File: src/rtl/prb_pkg.sv
`timescale 1ns/1ps
package prb_pkg;
    // Bank selector used by the fault-injection port
    typedef enum logic [1:0] {
        BANK_PRI  = 2'd0,
        BANK_MIR  = 2'd1,
        BANK_TRD  = 2'd2,
        BANK_NONE = 2'd3
    } bank_sel_e;
endpackage

File: src/rtl/prb_bank.sv
`timescale 1ns/1ps
module prb_bank #(
    parameter int DATA_W    = 8,
    parameter int DEPTH     = 8,
    parameter bit INVERT    = 1'b0,
    parameter int DFLT_BASE = 'hA5,
    localparam int IDX_W    = $clog2(DEPTH),
    localparam int BIT_W    = $clog2(DATA_W)
) (
    input  logic              clk,
    input  logic              rst_n,
    input  logic              restore,
    input  logic              wr_en,
    input  logic [IDX_W-1:0]  wr_idx,
    input  logic [DATA_W-1:0] wr_data,
    input  logic              flip_en,
    input  logic [IDX_W-1:0]  flip_idx,
    input  logic [BIT_W-1:0]  flip_bit,
    input  logic [IDX_W-1:0]  rd_idx,
    output logic [DATA_W-1:0] rd_word
);
    logic [DATA_W-1:0] mem_q [DEPTH];
    logic [DATA_W-1:0] mem_d [DEPTH];

    function automatic logic [DATA_W-1:0] dflt(input int i);
        logic [DATA_W-1:0] v;
        v = DATA_W'(DFLT_BASE + i);
        return INVERT ? ~v : v;
    endfunction

    always_comb begin
        for (int i = 0; i < DEPTH; i++) begin
            mem_d[i] = mem_q[i];
            if (restore) begin
                mem_d[i] = dflt(i);
            end else begin
                if (flip_en && flip_idx == IDX_W'(i))
                    mem_d[i] = mem_q[i] ^ (DATA_W'(1) << flip_bit);
                if (wr_en && wr_idx == IDX_W'(i))
                    mem_d[i] = INVERT ? ~wr_data : wr_data;
            end
        end
    end

    always_ff @(posedge clk) begin
        if (!rst_n) begin
            for (int i = 0; i < DEPTH; i++) mem_q[i] <= dflt(i);
        end else begin
            for (int i = 0; i < DEPTH; i++) mem_q[i] <= mem_d[i];
        end
    end

    assign rd_word = mem_q[rd_idx];
endmodule

File: src/rtl/prb_vote.sv
`timescale 1ns/1ps
module prb_vote #(
    parameter int DATA_W = 8,
    parameter bit VOTE   = 1'b1
) (
    input  logic [DATA_W-1:0] pri_word,
    input  logic [DATA_W-1:0] mir_word,
    input  logic [DATA_W-1:0] trd_word,
    output logic [DATA_W-1:0] data_out,
    output logic              mismatch,
    output logic              fixed
);
    logic [DATA_W-1:0] mir_true;
    logic [DATA_W-1:0] maj;

    always_comb begin
        mir_true = ~mir_word;
        mismatch = (pri_word ^ mir_word) != {DATA_W{1'b1}};
        maj      = (pri_word & mir_true) | (pri_word & trd_word) | (mir_true & trd_word);
        if (VOTE) begin
            data_out = maj;
            fixed    = (pri_word != maj) || (mir_true != maj) || (trd_word != maj);
        end else begin
            data_out = pri_word;
            fixed    = 1'b0;
        end
    end
endmodule

File: src/rtl/mirror_guard_bank.sv
`timescale 1ns/1ps
module mirror_guard_bank #(
    parameter int DATA_W    = 8,
    parameter int DEPTH     = 8,
    parameter int CNT_W     = 8,
    parameter bit VOTE      = 1'b1,
    parameter int DFLT_BASE = 'hA5,
    localparam int IDX_W    = $clog2(DEPTH),
    localparam int BIT_W    = $clog2(DATA_W)
) (
    input  logic              clk,
    input  logic              rst_n,
    input  logic              wr_en,
    input  logic [IDX_W-1:0]  wr_idx,
    input  logic [DATA_W-1:0] wr_data,
    input  logic              rd_en,
    input  logic [IDX_W-1:0]  rd_idx,
    input  logic              restore,
    input  logic              inj_en,
    input  logic [1:0]        inj_bank,
    input  logic [IDX_W-1:0]  inj_idx,
    input  logic [BIT_W-1:0]  inj_bit,
    input  logic              err_clr,
    output logic              rd_valid,
    output logic [DATA_W-1:0] rd_data,
    output logic              rd_err,
    output logic              rd_fixed,
    output logic              err_sticky,
    output logic [IDX_W-1:0]  err_idx,
    output logic [CNT_W-1:0]  err_count
);
    import prb_pkg::*;

    localparam int NBANK = VOTE ? 3 : 2;

    typedef struct packed {
        logic              vld;
        logic [DATA_W-1:0] data;
        logic              err;
        logic              fixed;
        logic              sticky;
        logic [IDX_W-1:0]  idx;
        logic [CNT_W-1:0]  cnt;
    } st_t;

    st_t st_d, st_q;

    logic [DATA_W-1:0] word [3];
    logic [DATA_W-1:0] chk_data;
    logic              chk_mis, chk_fix;

    genvar b;
    generate
        for (b = 0; b < NBANK; b++) begin : g_bank
            prb_bank #(
                .DATA_W(DATA_W), .DEPTH(DEPTH),
                .INVERT(b == 1), .DFLT_BASE(DFLT_BASE)
            ) u_bank (
                .clk(clk), .rst_n(rst_n), .restore(restore),
                .wr_en(wr_en), .wr_idx(wr_idx), .wr_data(wr_data),
                .flip_en(inj_en && inj_bank == 2'(b)),
                .flip_idx(inj_idx), .flip_bit(inj_bit),
                .rd_idx(rd_idx), .rd_word(word[b])
            );
        end
        if (!VOTE) begin : g_no_third
            assign word[2] = '0;
        end
    endgenerate

    prb_vote #(.DATA_W(DATA_W), .VOTE(VOTE)) u_vote (
        .pri_word(word[BANK_PRI]),
        .mir_word(word[BANK_MIR]),
        .trd_word(word[BANK_TRD]),
        .data_out(chk_data),
        .mismatch(chk_mis),
        .fixed(chk_fix)
    );

    always_comb begin
        st_d     = st_q;
        st_d.vld = rd_en;
        if (rd_en) begin
            st_d.data  = chk_data;
            st_d.err   = chk_mis;
            st_d.fixed = chk_fix;
        end
        if (err_clr) begin
            st_d.sticky = 1'b0;
            st_d.idx    = '0;
            st_d.cnt    = '0;
        end else if (rd_en && (chk_mis || chk_fix)) begin
            if (!st_q.sticky) begin
                st_d.sticky = 1'b1;
                st_d.idx    = rd_idx;
            end
            if (st_q.cnt != {CNT_W{1'b1}}) st_d.cnt = st_q.cnt + 1'b1;
        end
    end

    always_ff @(posedge clk) begin
        if (!rst_n) st_q <= '0;
        else        st_q <= st_d;
    end

    assign rd_valid   = st_q.vld;
    assign rd_data    = st_q.data;
    assign rd_err     = st_q.err;
    assign rd_fixed   = st_q.fixed;
    assign err_sticky = st_q.sticky;
    assign err_idx    = st_q.idx;
    assign err_count  = st_q.cnt;


    rd_valid_follow_chk: assert property (@(posedge clk) disable iff (!rst_n)
        rd_en |=> rd_valid);


    rd_hold_chk: assert property (@(posedge clk) disable iff (!rst_n)
        !rd_en |=> (!rd_valid && $stable(rd_data) && $stable(rd_err)));


    sticky_hold_chk: assert property (@(posedge clk) disable iff (!rst_n)
        (err_sticky && !err_clr) |=> (err_sticky && $stable(err_idx)));


    count_mono_chk: assert property (@(posedge clk) disable iff (!rst_n)
        !err_clr |=> err_count >= $past(err_count));


    clear_wins_chk: assert property (@(posedge clk) disable iff (!rst_n)
        err_clr |=> (!err_sticky && err_count == '0));


    err_sets_sticky_chk: assert property (@(posedge clk) disable iff (!rst_n)
        (rd_valid && (rd_err || rd_fixed) && !$past(err_clr)) |-> err_sticky);
endmodule

File: config.mk
export PLATFORM = sky130hd
export DESIGN_NAME = mirror_guard_bank
export DESIGN_NICKNAME = d
export VERILOG_FILES = /design/src/rtl/prb_pkg.sv /design/src/rtl/prb_bank.sv /design/src/rtl/prb_vote.sv /design/src/rtl/mirror_guard_bank.sv
export SDC_FILE = /design/constraint.sdc
export NUM_CORES = 1
export LEC_CHECK = 0
export ABC_AREA = 1
export BUFFER_PORTS_ARGS = -buffer_cell sky130_fd_sc_hd__buf_2
export CAP_MARGIN = 10
export CELL_PAD_IN_SITES_DETAIL_PLACEMENT = 1
export CELL_PAD_IN_SITES_GLOBAL_PLACEMENT = 1
export CORE_UTILIZATION = 45
export DETAILED_ROUTE_END_ITERATION = 8
export PLACE_DENSITY = 0.91
export SLEW_MARGIN = 20
export SYNTH_ARGS = -nofsm -noshare
export SYNTH_HDL_FRONTEND = slang
export SYNTH_SLANG_ARGS = --single-unit
export TNS_END_PERCENT = 10
File: constraint.sdc
create_clock -name clk -period 4.3 [get_ports clk]
set_clock_uncertainty 0.1 [all_clocks]
set_input_delay 1.29 -clock clk [delete_from_list [all_inputs] [get_ports clk]]
set_output_delay 1.29 -clock clk [all_outputs]
set_load 0.05 [all_outputs]
==> results_dict.tcl, run 1 <==
set metrics [dict create \
    io_buffer_count 51 \
    finalNetCount 2221 \
    track_usage_pct 37.4 \
    combPwrFrac_pct 15.7 \
    ff2ff_path_depth 20 \
    hold_path.startpoint "g_bank[0].u_bank.mem_q[1][0]" \
    max-cap-violations 0 \
    final-max-slew-violation-count 0 \
    core_sq_mm 0.0296 \
    numClockSinks 215 \
    areaGrowthSynthToFinish_pct 11.8 \
    initial_core_util_pct 45.8 \
    worst-setup-path-type "in2reg" \
    report.final.setup_viol 0 \
    setup_tns_ns 0 \
    grt_overflow_total 0 \
    ys.warnings.count 0 \
    hold_class "reg2reg" \
    placer_congestion_estimate 0.963 \
    timing.slew.headroom_pct 23.4 \
    via_per_inst 6.02 \
    dominantRegCellSynth "sky130_fd_sc_hd__dfxtp_1" \
    ant_nets 0 \
    largest_net_degree_at_the_start_of_global_routing 84 \
    setup.worst_path.start "rd_idx[0]" \
    timing.final.crit_share_pct 86.7 \
    power_frac_clock_pct 44.5 \
    final_layout_size_suffix_gt1_share_pct 7.05 \
    root_driver "sky130_fd_sc_hd__clkbuf_16" \
    switchingPower_mw 1.55 \
    syn-num-nets 2188 \
    synth_cell_types 34 \
    largest_vdd_supply_drop_v 0.000300 \
    postSynthRegisterBits 215 \
    floorplan.die.height_um 176 \
    power.density_mw_per_mm2 338 \
    dpl.cell_count 2545 \
    tightestPinTransition_ns 1.15 \
    rr_endpoint "err_idx[2]" \
    syn-cell-area_sq_mm 0.0136 \
    critical_path.endpoint "err_idx[2]" \
    drt_drc_violations_left 0 \
    chipWidth_um 176 \
    period_minus_slack_ns 3.73 \
    leakagePower_nw 7.76 \
    postCtsSetupRepairBufs 0 \
    worst-endpoint-arrival_ns 4.08 \
    avgSynthCellArea_sq_um 6.31 \
    layout_cells_excl_fill 2589 \
    timing.final.hold_violations 0 \
    antenna_cells 0 \
    crit_path_start_kind "input pin" \
    synth_edf_count 0 \
    cts.hold.buffers_added 0 \
    layout.cells.most_common "sky130_fd_sc_hd__nand2_1" \
    path_clk_slew_ns 0.06 \
    initial_antenna_violation_count 0 \
    crit_path_max_fanout 73 \
    ctsHtreeMaxLevel 1 \
    clock_latency_ns 0.56 \
    synthArstFlopShare_pct 0 \
    grt_pass1_wl_mm 89.5 \
    dr_total_vias 15600 \
    num_rows 63 \
    power.sequential.fraction_pct 39.8 \
    max_freq_mhz 268 \
    drt_iter0_markers 1607 \
    status "completed" \
    finalPower_mw 5.12 \
    required_ns 4.65 \
    drt_wl_total_mm 57.9 \
    cts.path.max_buffers 3 \
    endpoint_kind "register" \
    proportion_of_synthesized_chip_area_in_sequential_cells_pct 31.7 \
    cts-resized-gates 0 \
    die_area_sq_mm 0.0309 \
    via_count_of_the_first_global_routing_pass 15900 \
    final_cell_mix "544 x sky130_fd_sc_hd__nand2_1, 346 x sky130_fd_sc_hd__inv_1, 215 x sky130_fd_sc_hd__dfxtp_1" \
    switching_share_pct 30.3 \
    boundaryPins 52 \
    power.internal_mw 3.57 \
    drt_first_pass_iters 5 \
    source_of_the_worst_register_to_register_timing_path "g_bank[1].u_bank.mem_q[0][1]" \
    syn-instance-count 2150 \
    r2r_setup_slack_ns 1.40 \
    post_drt_wl_per_cell_um 22.4 \
    hpwl_mm 40.6 \
    cts-buffers-inserted 26 \
    tritoncts_clock_tree "done" \
    rsz_0062_raised_after_global_routing "no" \
]
==> final cells by class <==
cell class | count | area (sq um)
Clock buffer | 37 | 762
Inverter | 353 | 1330
Fill cell | 4060 | 14500
Timing Repair Buffer | 102 | 728
Clock inverter | 7 | 96.3
Multi-Input combinational cell | 1485 | 7460
Tap cell | 390 | 488
Sequential cell | 215 | 4300
==> kinds of logic (layout without fill, tap and decap cells) <==
family	after synthesis	count (layout)	share of synthesized area [%]
and+or+nand+nor	998	998	30.3
xor gates and xnor gates	87	87	5.61
AOI/OAI and AO/OA	391	391	18.1
DFF	215	215	31.7
adders and majority gates	9	9	0.830
buffers and inverters	450	499	13.4
==> flip-flops by register name, indices dropped and copies added, names as in the netlist <==
name	flops
err_sticky	1
rd_err	1
g_bank.u_bank.mem_q	192
rd_valid	1
rd_data	8
rd_fixed	1
err_count	8
err_idx	3
==> power by group through the flow <==
stage	sequential [mW]	combinational (mW)	clock, mW
2_1_floorplan	2.12	0.469	0
3_5_place_dp	2.08	0.771	0
5_1_grt	2.04	0.862	2.35
6_report	2.04	0.806	2.28
4_1_cts	2.04	0.779	2.27
3_3_place_gp	2.08	0.743	0
==> Yosys cell counts (3+ instances only) <==
| cell type | n | area (sq um) |
|---|---|---|
| sky130_fd_sc_hd__nand2_1 | 544 | 2040 |
| sky130_fd_sc_hd__nor2_1 | 210 | 788 |
| sky130_fd_sc_hd__nor4_1 | 31 | 194 |
| sky130_fd_sc_hd__dfxtp_1 | 215 | 4300 |
| sky130_fd_sc_hd__xor2_1 | 86 | 753 |
| sky130_fd_sc_hd__ha_1 | 9 | 113 |
| sky130_fd_sc_hd__o21ai_0 | 72 | 360 |
| sky130_fd_sc_hd__clkbuf_1 | 56 | 210 |
| sky130_fd_sc_hd__clkinv_1 | 4 | 15.0 |
| sky130_fd_sc_hd__a31oi_1 | 4 | 25.0 |
| sky130_fd_sc_hd__o21ai_1 | 3 | 15.0 |
| sky130_fd_sc_hd__a31o_2 | 3 | 26.3 |
| sky130_fd_sc_hd__a311oi_1 | 49 | 429 |
| sky130_fd_sc_hd__nor3_1 | 15 | 75.1 |
| sky130_fd_sc_hd__buf_1 | 5 | 18.8 |
| sky130_fd_sc_hd__o211ai_1 | 76 | 571 |
| sky130_fd_sc_hd__nand3_1 | 182 | 911 |
| sky130_fd_sc_hd__o221ai_1 | 10 | 87.6 |
| sky130_fd_sc_hd__nand4_1 | 12 | 75.1 |
| sky130_fd_sc_hd__inv_1 | 347 | 1300 |
| sky130_fd_sc_hd__buf_6 | 10 | 113 |
| sky130_fd_sc_hd__buf_2 | 18 | 90.1 |
| sky130_fd_sc_hd__buf_4 | 7 | 52.6 |
| sky130_fd_sc_hd__a21oi_1 | 145 | 726 |
| sky130_fd_sc_hd__o31ai_1 | 27 | 203 |
==> metal layers <==
metal	share of wire, %	vias up	track usage (%)
met3	7.6	251	5.74
met1	39	7545	44.1
li1	-	7044	-
met5	0	-	0
met2	46	736	62.4
met4	7.5	0	25.4
==> critical path: stages <==
cell and delay (ns):
sky130_fd_sc_hd__buf_4 0.12, sky130_fd_sc_hd__buf_12 0.33, sky130_fd_sc_hd__buf_12 0.23, sky130_fd_sc_hd__nor2_1 0.05, sky130_fd_sc_hd__nor2_1 0.09, sky130_fd_sc_hd__nand2_1 0.06, sky130_fd_sc_hd__nand3_1 0.11, sky130_fd_sc_hd__nand2_1 0.14
sky130_fd_sc_hd__ha_1 0.26, sky130_fd_sc_hd__inv_1 0.12, sky130_fd_sc_hd__nand3_1 0.14, sky130_fd_sc_hd__nand2_1 0.08, sky130_fd_sc_hd__nand2_1 0.05, sky130_fd_sc_hd__nor2_1 0.08, sky130_fd_sc_hd__nand2_1 0.06, sky130_fd_sc_hd__nor2_1 0.11
sky130_fd_sc_hd__nand2_1 0.09, sky130_fd_sc_hd__nand2_2 0.09, sky130_fd_sc_hd__nand2_4 0.12, sky130_fd_sc_hd__nand2_1 0.20, sky130_fd_sc_hd__nand2_1 0.08, sky130_fd_sc_hd__nand2_1 0.06, sky130_fd_sc_hd__nor2_1 0.05
==> stage by stage <==
stage | util (%) | setup slack (ns) | instance area, sq um | hold WS [ns]
final | 51.2 | 0.570 | 15200 | 0.367
after floorplan | - | 0.801 | 13600 | 0.339
after global routing | 51.2 | 0.277 | 15200 | 0.385
after detailed placement | 48.3 | 0.120 | 14300 | 0.358
after CTS | 51.2 | 0.656 | 15200 | 0.371
after global placement | 48.3 | 0.236 | 14300 | 0.347
==> how the worst min path moves through the flow <==
stage	cells after the start	slack [ns]	end
final	2	0.37	g_bank[0].u_bank.mem_q[1][0]
after global routing	2	0.38	g_bank[1].u_bank.mem_q[2][0]
after CTS	2	0.37	g_bank[2].u_bank.mem_q[3][1]
after detailed placement	2	0.36	g_bank[2].u_bank.mem_q[3][1]
after global placement	2	0.35	g_bank[2].u_bank.mem_q[3][2]
after floorplan	2	0.34	g_bank[2].u_bank.mem_q[3][1]
(Power assumes the default switching activity.)
==> inputs of run 2 (changes only) <==
- BUFFER_PORTS_ARGS: -buffer_cell sky130_fd_sc_hd__buf_2 -> -buffer_cell sky130_fd_sc_hd__clkbuf_2
==> results_dict.tcl, run 2 (synthesis gave the netlist of run 1 again) <==
set metrics [dict create \
    worst-setup-path-type "in2reg" \
    post_drt_wl_per_cell_um 22.1 \
    period_minus_slack_ns 3.64 \
    max-cap-violations 0 \
    placed_inst_area_sq_mm 0.0143 \
    timing.slew.headroom_pct 22.6 \
    via_per_inst 6.02 \
    rr_endpoint "err_idx[2]" \
    path_clk_slew_ns 0.06 \
    ff2ff_path_depth 22 \
    layout_cells_excl_fill 2593 \
    cts-buffers-inserted 26 \
    largest_net_degree_at_the_start_of_global_routing 67 \
    cts.path.max_buffers 3 \
    required_ns 4.65 \
    via_count_of_the_first_global_routing_pass 16100 \
    clock_latency_ns 0.56 \
    largest-register "g_bank.u_bank.mem_q" \
    power.density_mw_per_mm2 335 \
    place_worst_setup_slack_ns 0.183 \
    drt_wl_total_mm 57.3 \
    layout.cells.most_common "sky130_fd_sc_hd__nand2_1" \
    final_cell_mix "543 x sky130_fd_sc_hd__nand2_1, 346 x sky130_fd_sc_hd__inv_1, 215 x sky130_fd_sc_hd__dfxtp_1" \
    timing.final.hold_violations 0 \
    cts.hold.buffers_added 0 \
    hold_path.startpoint "g_bank[2].u_bank.mem_q[3][1]" \
    final-max-slew-violation-count 0 \
    largest_vdd_supply_drop_v 0.000338 \
    num_rows 63 \
    initial_core_util_pct 45.8 \
    tightestPinTransition_ns 1.16 \
    finish.instance_area_sq_mm 0.0152 \
    finalNetCount 2223 \
    io_buffer_count 51 \
    worst_stage_delay_on_the_critical_path_ns 0.25 \
    drt_drc_violations_left 0 \
    root_driver "sky130_fd_sc_hd__clkbuf_16" \
    areaGrowthSynthToFinish_pct 11.8 \
    source_of_the_worst_register_to_register_timing_path "g_bank[1].u_bank.mem_q[2][2]" \
    report.final.setup_viol 0 \
    crit_path_max_fanout 53 \
    antenna_cells 0 \
    cts-resized-gates 0 \
    ctsHtreeMaxLevel 1 \
    timing.final.crit_share_pct 84.6 \
    crit_path_start_kind "input pin" \
    drt_first_pass_iters 7 \
    numClockSinks 215 \
    core_sq_mm 0.0296 \
    initial_antenna_violation_count 0 \
    hold_ep "g_bank[2].u_bank.mem_q[3][1]" \
    ant_nets 0 \
    die_area_sq_mm 0.0309 \
    dpl.cell_count 2547 \
    largest_register_ffs 192 \
    fillerInstances 4048 \
    final_layout_size_suffix_gt1_share_pct 7.13 \
    hpwl_mm 40.2 \
    placer_congestion_estimate 0.988 \
    endpoint_kind "register" \
    max_freq_mhz 275 \
    worst-endpoint-arrival_ns 3.99 \
    hold_path_depth 2 \
    boundaryPins 52 \
    worst_slack_setup_final_ns 0.662 \
    dr_total_vias 15600 \
    floorplan.die.height_um 176 \
    leakagePower_nw 7.75 \
    drt_iter0_markers 1443 \
    setup_tns_ns 0 \
    rsz_0062_raised_after_global_routing "no" \
    track_usage_pct 37.0 \
    grt_pass1_wl_mm 89.1 \
    grt_overflow_total 0 \
    chipWidth_um 176 \
    hold_class "reg2reg" \
    r2r_setup_slack_ns 1.44 \
    tritoncts_clock_tree "done" \
    crit_path_top_delay_cell "sky130_fd_sc_hd__buf_12" \
    status "completed" \
    worst_path_most_repeated_cell "sky130_fd_sc_hd__nand2_1" \
    postCtsSetupRepairBufs 0 \
]
[run 2: cell count changes in the layout (fill, tap and decap cells not counted), sizes merged]
cell | before | now
clkbuf | 37 | 91
buf | 102 | 54
clkinv | 9 | 7
bufinv | 2 | 1
clkinvlp | 0 | 1
[run 2: critical path, delay by kind of cell]
kind | cells | cell delay, ns
adders and majority gates | 1 | 0.15
buffers and inverters | 5 | 0.69
and+or+nand+nor | 19 | 1.85
[run 2: layer usage]
layer | wire length [um] | up-vias | global-route usage (%)
li1 | - | 7055 | -
met1 | 21300 | 7549 | 42.9
met2 | 26800 | 746 | 61.6
met3 | 4740 | 249 | 6.08
met4 | 4420 | 0 | 26.9
met5 | 0 | - | 0
[run 2: how the worst max path moves through the flow]
stage / startpoint / end / slack, ns / cells past startpoint
floorplan: rd_idx[1] / err_count[3] / 0.80 / 23
global placement: rd_idx[0] / err_idx[2] / 0.29 / 23
detailed placement: rd_idx[0] / err_idx[2] / 0.18 / 23
CTS: rd_idx[0] / err_idx[2] / 0.73 / 25
global route: rd_idx[0] / err_idx[0] / 0.29 / 25
finish: rd_idx[0] / err_idx[2] / 0.66 / 25
[run 2: through the flow]
stage                     total power [mW]  utilization, %  hold slack, ns
after global placement                2.83            48.3           0.347
after global routing                  5.24            51.2           0.382
after floorplan                       2.59               -           0.339
after CTS                             5.07            51.2           0.365
final                                 5.09            51.2           0.367
after detailed placement              2.86            48.3           0.356
[run 2: layout make-up]
type,count,area [sq um],area share [%]
Clock buffer,41,787,5.18
Clock inverter,5,63.8,0.420
Inverter,353,1330,8.74
Multi-Input combinational cell,1485,7470,49.2
Sequential cell,215,4300,28.4
Tap cell,390,488,3.21
Timing Repair Buffer,104,743,4.90
[run 2: report_power, final]
part | switching, mW | total, mW | internal (mW) | leakage [nW]
registers | 0.0155 | 2.04 | 2.02 | 1.74
logic | 0.598 | 0.804 | 0.206 | 5.59
clock network | 0.932 | 2.24 | 1.31 | 0.415
total | 1.55 | 5.09 | 3.54 | 7.75
